File: src/rtl/mc_ctrl_pkg.sv
package mc_ctrl_pkg;

    localparam int OPC_W = 6;
    localparam int FN_W  = 6;
    localparam int OP_W  = 3;
    localparam int SRCB_W = 2;

    typedef enum logic [3:0] {
        S_FETCH, S_DECODE, S_BR_EXEC,
        S_R_EXEC, S_R_WB,
        S_ST_ADDR, S_ST_MEM,
        S_LD_ADDR, S_LD_MEM, S_LD_WB
    } ctl_state_t;

    localparam logic [OPC_W-1:0] OPC_RTYPE = 6'b000000;
    localparam logic [OPC_W-1:0] OPC_LOAD  = 6'b100011;
    localparam logic [OPC_W-1:0] OPC_STORE = 6'b101011;
    localparam logic [OPC_W-1:0] OPC_BEQ   = 6'b000100;

    localparam logic [OP_W-1:0] ALU_ADD = 3'd0;
    localparam logic [OP_W-1:0] ALU_SUB = 3'd1;
    localparam logic [OP_W-1:0] ALU_AND = 3'd2;
    localparam logic [OP_W-1:0] ALU_OR  = 3'd3;
    localparam logic [OP_W-1:0] ALU_XOR = 3'd4;
    localparam logic [OP_W-1:0] ALU_NOR = 3'd5;
    localparam logic [OP_W-1:0] ALU_SLT = 3'd6;

    localparam logic [SRCB_W-1:0] SRCB_REG  = 2'd0;
    localparam logic [SRCB_W-1:0] SRCB_FOUR = 2'd1;
    localparam logic [SRCB_W-1:0] SRCB_IMM  = 2'd2;
    localparam logic [SRCB_W-1:0] SRCB_IMM4 = 2'd3;

    typedef struct packed {
        logic              pc_we;
        logic              mem_we;
        logic              reg_we;
        logic              ir_we;
        logic              src_a;
        logic [SRCB_W-1:0] src_b;
        logic [OP_W-1:0]   op;
        logic              rdst;
        logic              wsel;
        logic              pcsrc;
        logic              asel;
    } ctl_word_t;

endpackage

File: src/rtl/mc_ctrl_seq.sv
module mc_ctrl_seq
    import mc_ctrl_pkg::*;
(
    input  logic             clk,
    input  logic             rst,
    input  logic [OPC_W-1:0] opcode,
    output ctl_state_t       state
);
    ctl_state_t nxt;

    always_ff @(posedge clk) begin
        if (rst) state <= S_FETCH;
        else     state <= nxt;
    end

    always_comb begin
        nxt = S_FETCH;
        unique case (state)
            S_FETCH:  nxt = S_DECODE;
            S_DECODE: begin
                unique case (opcode)
                    OPC_RTYPE: nxt = S_R_EXEC;
                    OPC_LOAD:  nxt = S_LD_ADDR;
                    OPC_STORE: nxt = S_ST_ADDR;
                    OPC_BEQ:   nxt = S_BR_EXEC;
                    default:   nxt = S_FETCH;
                endcase
            end
            S_R_EXEC:  nxt = S_R_WB;
            S_ST_ADDR: nxt = S_ST_MEM;
            S_LD_ADDR: nxt = S_LD_MEM;
            S_LD_MEM:  nxt = S_LD_WB;
            S_BR_EXEC, S_R_WB, S_ST_MEM, S_LD_WB: nxt = S_FETCH;
            default:   nxt = S_FETCH;
        endcase
    end
endmodule

File: src/rtl/mc_ctrl_fn_dec.sv
module mc_ctrl_fn_dec
    import mc_ctrl_pkg::*;
(
    input  logic [FN_W-1:0] funct,
    output logic [OP_W-1:0] fn_op
);
    always_comb begin
        unique case (funct)
            6'b100010: fn_op = ALU_SUB;
            6'b100100: fn_op = ALU_AND;
            6'b100101: fn_op = ALU_OR;
            6'b100110: fn_op = ALU_XOR;
            6'b100111: fn_op = ALU_NOR;
            6'b101010: fn_op = ALU_SLT;
            default:   fn_op = ALU_ADD;
        endcase
    end
endmodule

File: src/rtl/mc_ctrl_out.sv
module mc_ctrl_out
    import mc_ctrl_pkg::*;
(
    input  ctl_state_t      state,
    input  logic            zero,
    input  logic [OP_W-1:0] fn_op,
    output ctl_word_t       ctl
);
    always_comb begin
        ctl = '0;
        unique case (state)
            S_FETCH: begin
                ctl.pc_we = 1'b1;
                ctl.ir_we = 1'b1;
                ctl.src_b = SRCB_FOUR;
                ctl.op    = ALU_ADD;
            end
            S_DECODE: begin
                ctl.src_b = SRCB_IMM4;
                ctl.op    = ALU_ADD;
            end
            S_BR_EXEC: begin
                ctl.src_a = 1'b1;
                ctl.src_b = SRCB_REG;
                ctl.op    = ALU_SUB;
                ctl.pc_we = zero;
                ctl.pcsrc = 1'b1;
            end
            S_R_EXEC: begin
                ctl.src_a = 1'b1;
                ctl.src_b = SRCB_REG;
                ctl.op    = fn_op;
            end
            S_R_WB: begin
                ctl.reg_we = 1'b1;
                ctl.rdst   = 1'b1;
            end
            S_ST_ADDR, S_LD_ADDR: begin
                ctl.src_a = 1'b1;
                ctl.src_b = SRCB_IMM;
                ctl.op    = ALU_ADD;
            end
            S_ST_MEM: begin
                ctl.mem_we = 1'b1;
                ctl.asel   = 1'b1;
            end
            S_LD_MEM: ctl.asel = 1'b1;
            S_LD_WB: begin
                ctl.reg_we = 1'b1;
                ctl.wsel   = 1'b1;
            end
            default: ctl = '0;
        endcase
    end
endmodule

File: src/rtl/mc_ctrl_fsm.sv
module mc_ctrl_fsm
    import mc_ctrl_pkg::*;
(
    input  logic               clk,
    input  logic               rst,
    input  logic [OPC_W-1:0]   opcode,
    input  logic [FN_W-1:0]    funct,
    input  logic               zero,
    output logic               pc_we,
    output logic               mem_we,
    output logic               reg_we,
    output logic               ir_we,
    output logic               alu_src_a,
    output logic [SRCB_W-1:0]  alu_src_b,
    output logic [OP_W-1:0]    alu_op,
    output logic               reg_dst,
    output logic               reg_wdata_sel,
    output logic               pc_src,
    output logic               mem_addr_sel
);
    ctl_state_t      state;
    logic [OP_W-1:0] fn_op;
    ctl_word_t       ctl;

    mc_ctrl_seq    u_seq (.clk(clk), .rst(rst), .opcode(opcode), .state(state));
    mc_ctrl_fn_dec u_fn  (.funct(funct), .fn_op(fn_op));
    mc_ctrl_out    u_out (.state(state), .zero(zero), .fn_op(fn_op), .ctl(ctl));

    assign pc_we         = ctl.pc_we;
    assign mem_we        = ctl.mem_we;
    assign reg_we        = ctl.reg_we;
    assign ir_we         = ctl.ir_we;
    assign alu_src_a     = ctl.src_a;
    assign alu_src_b     = ctl.src_b;
    assign alu_op        = ctl.op;
    assign reg_dst       = ctl.rdst;
    assign reg_wdata_sel = ctl.wsel;
    assign pc_src        = ctl.pcsrc;
    assign mem_addr_sel  = ctl.asel;
endmodule

File: config.mk
export PLATFORM = sky130hd
export DESIGN_NAME = mc_ctrl_fsm
export DESIGN_NICKNAME = d
export VERILOG_FILES = /design/src/rtl/mc_ctrl_pkg.sv /design/src/rtl/mc_ctrl_seq.sv /design/src/rtl/mc_ctrl_fn_dec.sv /design/src/rtl/mc_ctrl_out.sv /design/src/rtl/mc_ctrl_fsm.sv
export SDC_FILE = /design/constraint.sdc
export NUM_CORES = 1
export LEC_CHECK = 0
export ABC_AREA = 1
export BUFFER_PORTS_ARGS = -buffer_cell sky130_fd_sc_hd__buf_4
export CAP_MARGIN = 40
export CORE_AREA = 5 5 42 44
export CTS_BUF_LIST = sky130_fd_sc_hd__clkbuf_4
export DETAILED_ROUTE_END_ITERATION = 12
export DIE_AREA = 0 0 47 49
export GPL_TIMING_DRIVEN = 0
export MAX_ROUTING_LAYER = met4
export PLACE_DENSITY = 0.78
export SETUP_SLACK_MARGIN = 0.02
export SYNTH_ARGS = -nofsm -noshare
export SYNTH_HDL_FRONTEND = slang
export SYNTH_SLANG_ARGS = --single-unit
export TNS_END_PERCENT = 5
File: constraint.sdc
create_clock -name clk -period 1.1 [get_ports clk]
set_input_delay 0.22 -clock clk [delete_from_list [all_inputs] [get_ports clk]]
set_output_delay 0.22 -clock clk [all_outputs]
set_load 0.01 [all_outputs]
==> results of run 1 <==
## synthesized netlist by cell type
master / count
inv_1: 15
nor2_1: 25
inv_2: 2
nand2_2: 1
o22ai_1: 1
nor3_2: 1
nor2_2: 3
o21ai_0: 1
a31oi_1: 3
or2_1: 1
dfxtp_1: 4
nand2_1: 27
nand3_1: 8
buf_4: 1
nor3_1: 1
a21oi_1: 1
and2_1: 1
## path summary, 6_finish.rpt
path / start / endpoint / slack [ns]
max: u_seq.state[3]$_SDFF_PP0_ / alu_op[1] / -0.37
max reg2reg: u_seq.state[3]$_SDFF_PP0_ / u_seq.state[0]$_SDFF_PP0_ / -0.16
min: rst / u_seq.state[3]$_SDFF_PP0_ / 0.16
min reg2reg: u_seq.state[0]$_SDFF_PP0_ / u_seq.state[3]$_SDFF_PP0_ / 0.59
## area by class of cell
| cell class | count | area, um^2 | share of cell area (%) |
|---|---|---|---|
| flip-flops and latches | 4 | 90.1 | 10.6 |
| clock buffers | 3 | 22.5 | 2.65 |
| repair buffers | 33 | 251 | 29.6 |
| plain buffers | 1 | 11.3 | 1.32 |
| multi-input cells | 74 | 387 | 45.4 |
| well taps | 16 | 20.0 | 2.35 |
| inverters | 17 | 68.8 | 8.09 |
## cell families after synthesis
group | count (synthesis) | synth area share, %
compound gates | 6 | 7.39
simple gates | 68 | 60.7
flops | 4 | 16.9
buf+inv | 18 | 15.0
## stage by stage
step	area (um^2)	util [%]
finish	851	60.7
global route	851	60.7
CTS	796	56.8
detailed placement	753	53.8
global placement	753	53.8
floorplan	523	-
## metal layers
| metal | vias to the layer above | GRT usage, % |
|---|---|---|
| met4 | 0 | 2.76 |
| met2 | 26 | 19.7 |
| met3 | 0 | 4.80 |
| li1 | 368 | - |
| met1 | 272 | 15.5 |
| met5 | - | - |
## timing repair
item	in CTS	in global routing
endpoints found under the setup margin	14	17
gates resized for setup	7	6
pin swaps	4	5
hold buffers	0	0
setup buffers	0	5
## worst reg2reg max path, stage by stage (launching register included)
cell and delay [ns]:
dfxtp_4 0.35, nor2_4 0.19, inv_4 0.07, buf_4 0.14, buf_4 0.12, nor2_1 0.09
nand3_1 0.08, nand3_1 0.07, nand2_1 0.05, inv_1 0.04
## report_power, final
part,leakage (nW),switching [mW],internal [mW]
logic,0.410,0.0829,0.0793
clock network,0.0138,0.0532,0.122
registers,0.0349,0.00922,0.147
total,0.458,0.145,0.348
==> results.toml, run 1 <==
[outcome]
outcome = "finished, violations left"
violations = "setup timing"

[cells_and_area]
area_growth_pct = 79.4
antennaDiodeCount = 0
largest_register_ffs = 4
top_register = "u_seq.state"
stdcell_count = 148
mostFrequentLayoutCell = "buf_4"
layout-drive-gt1-share_pct = 47.0
final_nets = 149
nFillCells = 151
most-common-layout-cells = "buf_4 (32), nand2_1 (24), nor2_1 (20), inv_1 (12), nand3_1 (7)"
reg_top3 = "u_seq.state x4"

[cts]
clk_pin_slew_ns = 0.04
numCtsBuffers = 3
clock-sinks = 4
clock_latency_ns = 0.23
cts-root-buf = "clkbuf_4"
cts_tree = "built"
clockBufferDepth = 2
cts_htree_levels = 1

[route]
wl_met3_um = 125
detailroute.wirelength.met2_um = 684
drt_pass1_iterations = 4
wire_per_inst_um = 9.64
routed_wl_um = 1430
vias = 666
met1_length_um = 617
vias_per_cell = 4.50
first_iter_violations = 13
drc = 0
top_layer = "met3"
ant_nets = 0

[sta]
holdWs_ns = 0.165
tightest_slew_ns = 0.208
setup-tns-final_ns = -3.66
worst_clock_skew_ns = 0.00206
rsz0062_at_grt = "true"
max_slew_margin_pct = 86.1
fin_crit_ns = 1.47
final_hold_viol_count = 0
fin_ws_ns = -0.367
setup_viol = 17
slew_violations = 0
finalCritPeriodShare_pct = 133
max_freq_mhz = 682

[worst_setup_path]
cp_slowest_cell = "dfxtp_4"
critPathMaxStageDelay_ns = 0.35
crit_type = "reg2out"
cp.buffers_inverters = 1
critPathRequiredTime_ns = 0.88
cp_data_arrival_time_ns = 1.25
crit_chain = "nor2_4 > nand3_2 > nor3_2 > buf_4"
cp_num_cells = 4
r2r_cells = 9
start_kind = "flip-flop"
critPathTopFamily = "simple AND/OR/NAND/NOR gates"
cp-end-kind = "primary output"
critPathMaxFanout = 4

[pwr]
irDropWorstVdd_v = 0.000853
total_power_mw = 0.493
p_per_area_mw_per_mm2 = 580
p_leak_nw = 0.458

[floorplan]
row_count = 14
die_w_um = 47
floorplan.initialDensity_pct = 33.8
io_pins = 29
core_area_mm2 = 0.00140
fp.dieArea_mm2 = 0.00230
die_y_um = 49

[global_route]
grt_pass1_wl_um = 2210
grt_max_degree = 9
gr-total-overflow = 0
grt_pass1_vias = 554
grt_use_total_pct = 12.8
antenna_found_initial = 0

[logic_synthesis]
syn_avg_cell_area_um2 = 4.94
yosysUniqueCellTypes = 17
synthCells = 96
synth_area_leaders = "nand2_1 (21%), nor2_1 (20%), dfxtp_1 (17%)"
synth_top_area_share_pct = 21.4
yosysWarnings = 0
yosysSeqAreaShare_pct = 16.9
syn_nets = 111
yosys.area.top_type = "nand2_1"
ys_ff_latch = 4
synth_area_um2 = 474

[placement]
dp.final_hpwl_um = 1170
place.gp.congestion = 0.789
place_ws_ns = -0.189
dpl.cell_count = 140
io_buffers = 28

[min_path]
whs_path_depth = 2
hp-class = "in2reg"

[run]
drv_cap = 0
Note: power is estimated with default switching activity, not from simulation.
==> inputs of run 2 (changes only) <==
- REMOVE_ABC_BUFFERS: not set -> 1
==> run 2 against run 1 <==
The run still ends with setup timing left. Critical path depth stayed put. Die area unchanged. Total power rose by 0.58%. Flip-flop and latch count did not move. Sequential share of layout area is 0.91 points higher. Sequential power hardly changed. Cell area shrank 7.9%. Cell count decreased by 2.7%. Critical path type unchanged.
==> results.toml, run 2 (synthesis results as in run 1) <==
[global_route]
grt_pass1_wl_um = 2320
grt_max_degree = 9
antenna_found_initial = 0
use_met1_pct = 14.7
met2_usage_pct = 22.4
met3_usage_pct = 3.69
grt_pass1_vias = 622
gr-max-usage-layer = "met2"
gr-total-overflow = 0
grt_use_total_pct = 13.6

[cells_and_area]
final_area_um2 = 783
post-route-util_pct = 55.9
layout-drive-gt1-share_pct = 43.8
reg_top3 = "u_seq.state x4"
area_growth_pct = 65.2
most-common-layout-cells = "buf_4 (30), nand2_1 (26), nor2_1 (20), inv_1 (12), nand3_1 (7)"
nFillCells = 165
top_register = "u_seq.state"
largest_register_ffs = 4
final_nets = 145
antennaDiodeCount = 0
mostFrequentLayoutCell = "buf_4"
stdcell_count = 144

[sta]
max_freq_mhz = 726
slew_violations = 0
setup-tns-final_ns = -2.92
final_hold_viol_count = 0
finalCritPeriodShare_pct = 125
fin_ws_ns = -0.278
setup_viol = 14
tightest_slew_ns = 0.196
max_slew_margin_pct = 86.9
rsz0062_at_grt = "true"
fin_crit_ns = 1.38
worst_clock_skew_ns = 0.00509
holdWs_ns = 0.151

[cts]
cts_htree_levels = 1
cts-root-buf = "clkbuf_4"
clock_latency_ns = 0.24
clockBufferDepth = 2
cts_tree = "built"
numCtsBuffers = 3
clk_pin_slew_ns = 0.04
hold_buffers = 0
clock-sinks = 4

[pwr]
irDropWorstVdd_v = 0.000621
total_power_mw = 0.496
p_leak_nw = 0.427
p_per_area_mw_per_mm2 = 634

[floorplan]
floorplan.initialDensity_pct = 33.8
io_pins = 29
fp.dieArea_mm2 = 0.00230
core_area_mm2 = 0.00140
die_y_um = 49
row_count = 14
die_w_um = 47

[route]
vias_per_cell = 4.57
wire_per_inst_um = 9.51
ant_nets = 0
routed_wl_um = 1370
drt_pass1_iterations = 4
drc = 0
first_iter_violations = 7
vias = 658

[min_path]
hp-class = "in2reg"

[worst_setup_path]
start_kind = "flip-flop"
crit_type = "reg2out"
cp-end-kind = "primary output"
cp_slowest_cell = "dfxtp_2"
critPathRequiredTime_ns = 0.88
crit_chain = "nor2_4 > nand2_1 > a31oi_1 > buf_4"
critPathMaxFanout = 4
cp_data_arrival_time_ns = 1.16
critPathMaxStageDelay_ns = 0.33

[outcome]
outcome = "finished, violations left"
violations = "setup timing"

[placement]
io_buffers = 28
place_ws_ns = -0.204
dpl.cell_count = 139
placed_area_um2 = 697
place.gp.congestion = 0.803
dp.final_hpwl_um = 1120

[run]
drv_cap = 0
==> run 2: final timing paths <==
check                                  from                        end  slack [ns]  cells after the start
setup reg to reg  u_seq.state[0]$_SDFF_PP0_  u_seq.state[0]$_SDFF_PP0_        0.09                      8
setup / recovery  u_seq.state[2]$_SDFF_PP0_                  alu_op[0]       -0.28                      4
hold reg to reg   u_seq.state[0]$_SDFF_PP0_  u_seq.state[3]$_SDFF_PP0_        0.55                      2
hold / removal                          rst  u_seq.state[2]$_SDFF_PP0_        0.15                      2
==> run 2: layout make-up <==
| cell class | instances | area (um^2) | area share [%] |
|---|---|---|---|
| inverters | 17 | 63.8 | 8.15 |
| repair buffers | 30 | 225 | 28.8 |
| clock buffers | 3 | 22.5 | 2.88 |
| well taps | 16 | 20.0 | 2.56 |
| multi-input cells | 74 | 362 | 46.2 |
| flip-flops and latches | 4 | 90.1 | 11.5 |
==> run 2: metal layers <==
metal	vias up	part of all wire, %
met5	-	0
met4	0	0.80
met3	2	9.1
met2	26	50
met1	270	40
li1	360	-
==> run 2: where the power goes <==
group / internal (mW) / switching [mW] / total (mW) / leakage (nW)
combinational: 0.0764 / 0.0798 / 0.156 / 0.379
sequential: 0.147 / 0.00703 / 0.154 / 0.0349
clock: 0.122 / 0.0634 / 0.186 / 0.0138
total: 0.346 / 0.150 / 0.496 / 0.427
==> run 2: critical path, delay by kind of cell, from the launching register on <==
| family | cells | cell delay, ns |
|---|---|---|
| compound gates | 1 | 0.19 |
| simple gates | 2 | 0.24 |
| buf+inv | 1 | 0.16 |
| flops | 1 | 0.33 |
==> run 2: what timing repair did <==
item	in CTS	in global routing
endpoints found under the setup margin	16	16
gates resized for setup	17	3
setup buffers	2	0
hold endpoints to repair	0	0
pin swaps	3	0
==> inputs of run 3 (changes only) <==
- PLACE_DENSITY: 0.78 -> 0.81
- clock period: 1.1 -> 1.2 ns (I/O delays scaled with it)
==> run 3 against run 2 <==
The flow still finishes with violations (setup timing). Global-route usage shrank 0.50 points. Critical endpoint is now mem_addr_sel. Non-clock buffer count is the same. First-iteration DRC count grew 57%. Wire length shrank 2.6%. Critical path type unchanged. Worst hold slack gained 0.037 ns. Combinational power shrank 9.6%.
==> results.toml, run 3 (synthesis results as in run 1) <==
[global_route]
use_met1_pct = 14.7
grt_pass1_wl_um = 2220
gr-max-usage-layer = "met2"
grt_pass1_vias = 593
met3_usage_pct = 2.21
grt_max_degree = 9
gr-total-overflow = 0
met2_usage_pct = 21.7
antenna_found_initial = 0
grt_use_total_pct = 13.1

[worst_setup_path]
critPathRequiredTime_ns = 0.96
crit_type = "reg2out"
start_kind = "flip-flop"
critPathTopFamily = "flip-flops"
cp_slowest_cell = "dfxtp_4"
cp.buffers_inverters = 2
critPathMaxStageDelay_ns = 0.40
cp-end-kind = "primary output"
crit_chain = "inv_2 > nand2_2 > nor2_2 > or2_1 > buf_6"
critPathMaxFanout = 7
cp_data_arrival_time_ns = 1.19

[sta]
setup-tns-final_ns = -1.90
rsz0062_at_grt = "true"
tightest_slew_ns = 0.178
fin_ws_ns = -0.227
setup_viol = 14
max_freq_mhz = 701
slew_violations = 0
max_slew_margin_pct = 88.1
fin_crit_ns = 1.43
final_hold_viol_count = 0
worst_clock_skew_ns = 0.000595
finalCritPeriodShare_pct = 119

[cts]
numCtsBuffers = 3
cts_htree_levels = 1
cts-root-buf = "clkbuf_4"
clock_latency_ns = 0.23
cts_tree = "built"
clockBufferDepth = 2
clock-sinks = 4
clk_pin_slew_ns = 0.03

[floorplan]
core_area_mm2 = 0.00140
die_y_um = 49
die_w_um = 47
fp.dieArea_mm2 = 0.00230
row_count = 14
floorplan.initialDensity_pct = 33.8
io_pins = 29

[cells_and_area]
top_register = "u_seq.state"
antennaDiodeCount = 0
final_nets = 145
largest_register_ffs = 4
most-common-layout-cells = "buf_4 (29), nand2_1 (26), nor2_1 (21), inv_1 (12), nand3_1 (7)"
reg_top3 = "u_seq.state x4"
layout-drive-gt1-share_pct = 43.8
area_growth_pct = 69.4
mostFrequentLayoutCell = "buf_4"
post-route-util_pct = 57.3

[pwr]
total_power_mw = 0.446
p_leak_nw = 0.432
irDropWorstVdd_v = 0.000412
p_per_area_mw_per_mm2 = 555

[route]
routed_wl_um = 1330
wire_per_inst_um = 9.26
vias_per_cell = 4.49
drt_pass1_iterations = 4
drc = 0
vias = 646
first_iter_violations = 11
ant_nets = 0

[min_path]
hp-class = "in2reg"

[placement]
place.gp.congestion = 0.819
io_buffers = 28
dp.final_hpwl_um = 1080
place_ws_ns = -0.114

[outcome]
outcome = "finished, violations left"
violations = "setup timing"

[run]
drv_cap = 0
## run 3: what timing repair did
action | in CTS | in global routing
setup endpoints to repair | 14 | 16
pin swaps | 5 | 1
resized for setup | 20 | 3
endpoints found under the hold margin | 0 | 0
setup buffers | 2 | 0
hold buffers | 0 | 0
## run 3: report_power, final
group	switching, mW	internal, mW
logic	0.0718	0.0690
registers	0.00996	0.135
clock network	0.0482	0.111
total	0.130	0.316
## run 3: per-stage QoR
step | instances | area [um^2] | hold WS [ns]
after global placement | 139 | 697 | 0.427
after CTS | 144 | 785 | 0.188
after floorplan | 95 | 467 | 0.309
final | 144 | 803 | 0.189
after global routing | 144 | 803 | 0.197
after detailed placement | 139 | 697 | 0.434
## run 3: area by class of cell
class	instances	area [um^2]
tap	16	20.0
multi-input combinational	74	378
timing repair buffer	30	229
clock buffer	3	22.5
sequential	4	90.1
fill	140	598
inverter	17	63.8
## run 3: path summary, 6_finish.rpt
check | start | end | slack, ns | cells after the start
worst max-delay path | u_seq.state[0]$_SDFF_PP0_ | mem_addr_sel | -0.23 | 5
worst min register to register | u_seq.state[0]$_SDFF_PP0_ | u_seq.state[2]$_SDFF_PP0_ | 0.59 | 2
worst max register to register | u_seq.state[2]$_SDFF_PP0_ | u_seq.state[0]$_SDFF_PP0_ | 0.08 | 8
worst min-delay path | rst | u_seq.state[2]$_SDFF_PP0_ | 0.19 | 2
## run 3: metal layers
| metal | wire length [um] | up-vias |
|---|---|---|
| met3 | 74 | 2 |
| met4 | 14 | 0 |
| met1 | 501 | 269 |
| met2 | 743 | 14 |
| met5 | 0 | - |
| li1 | - | 361 |
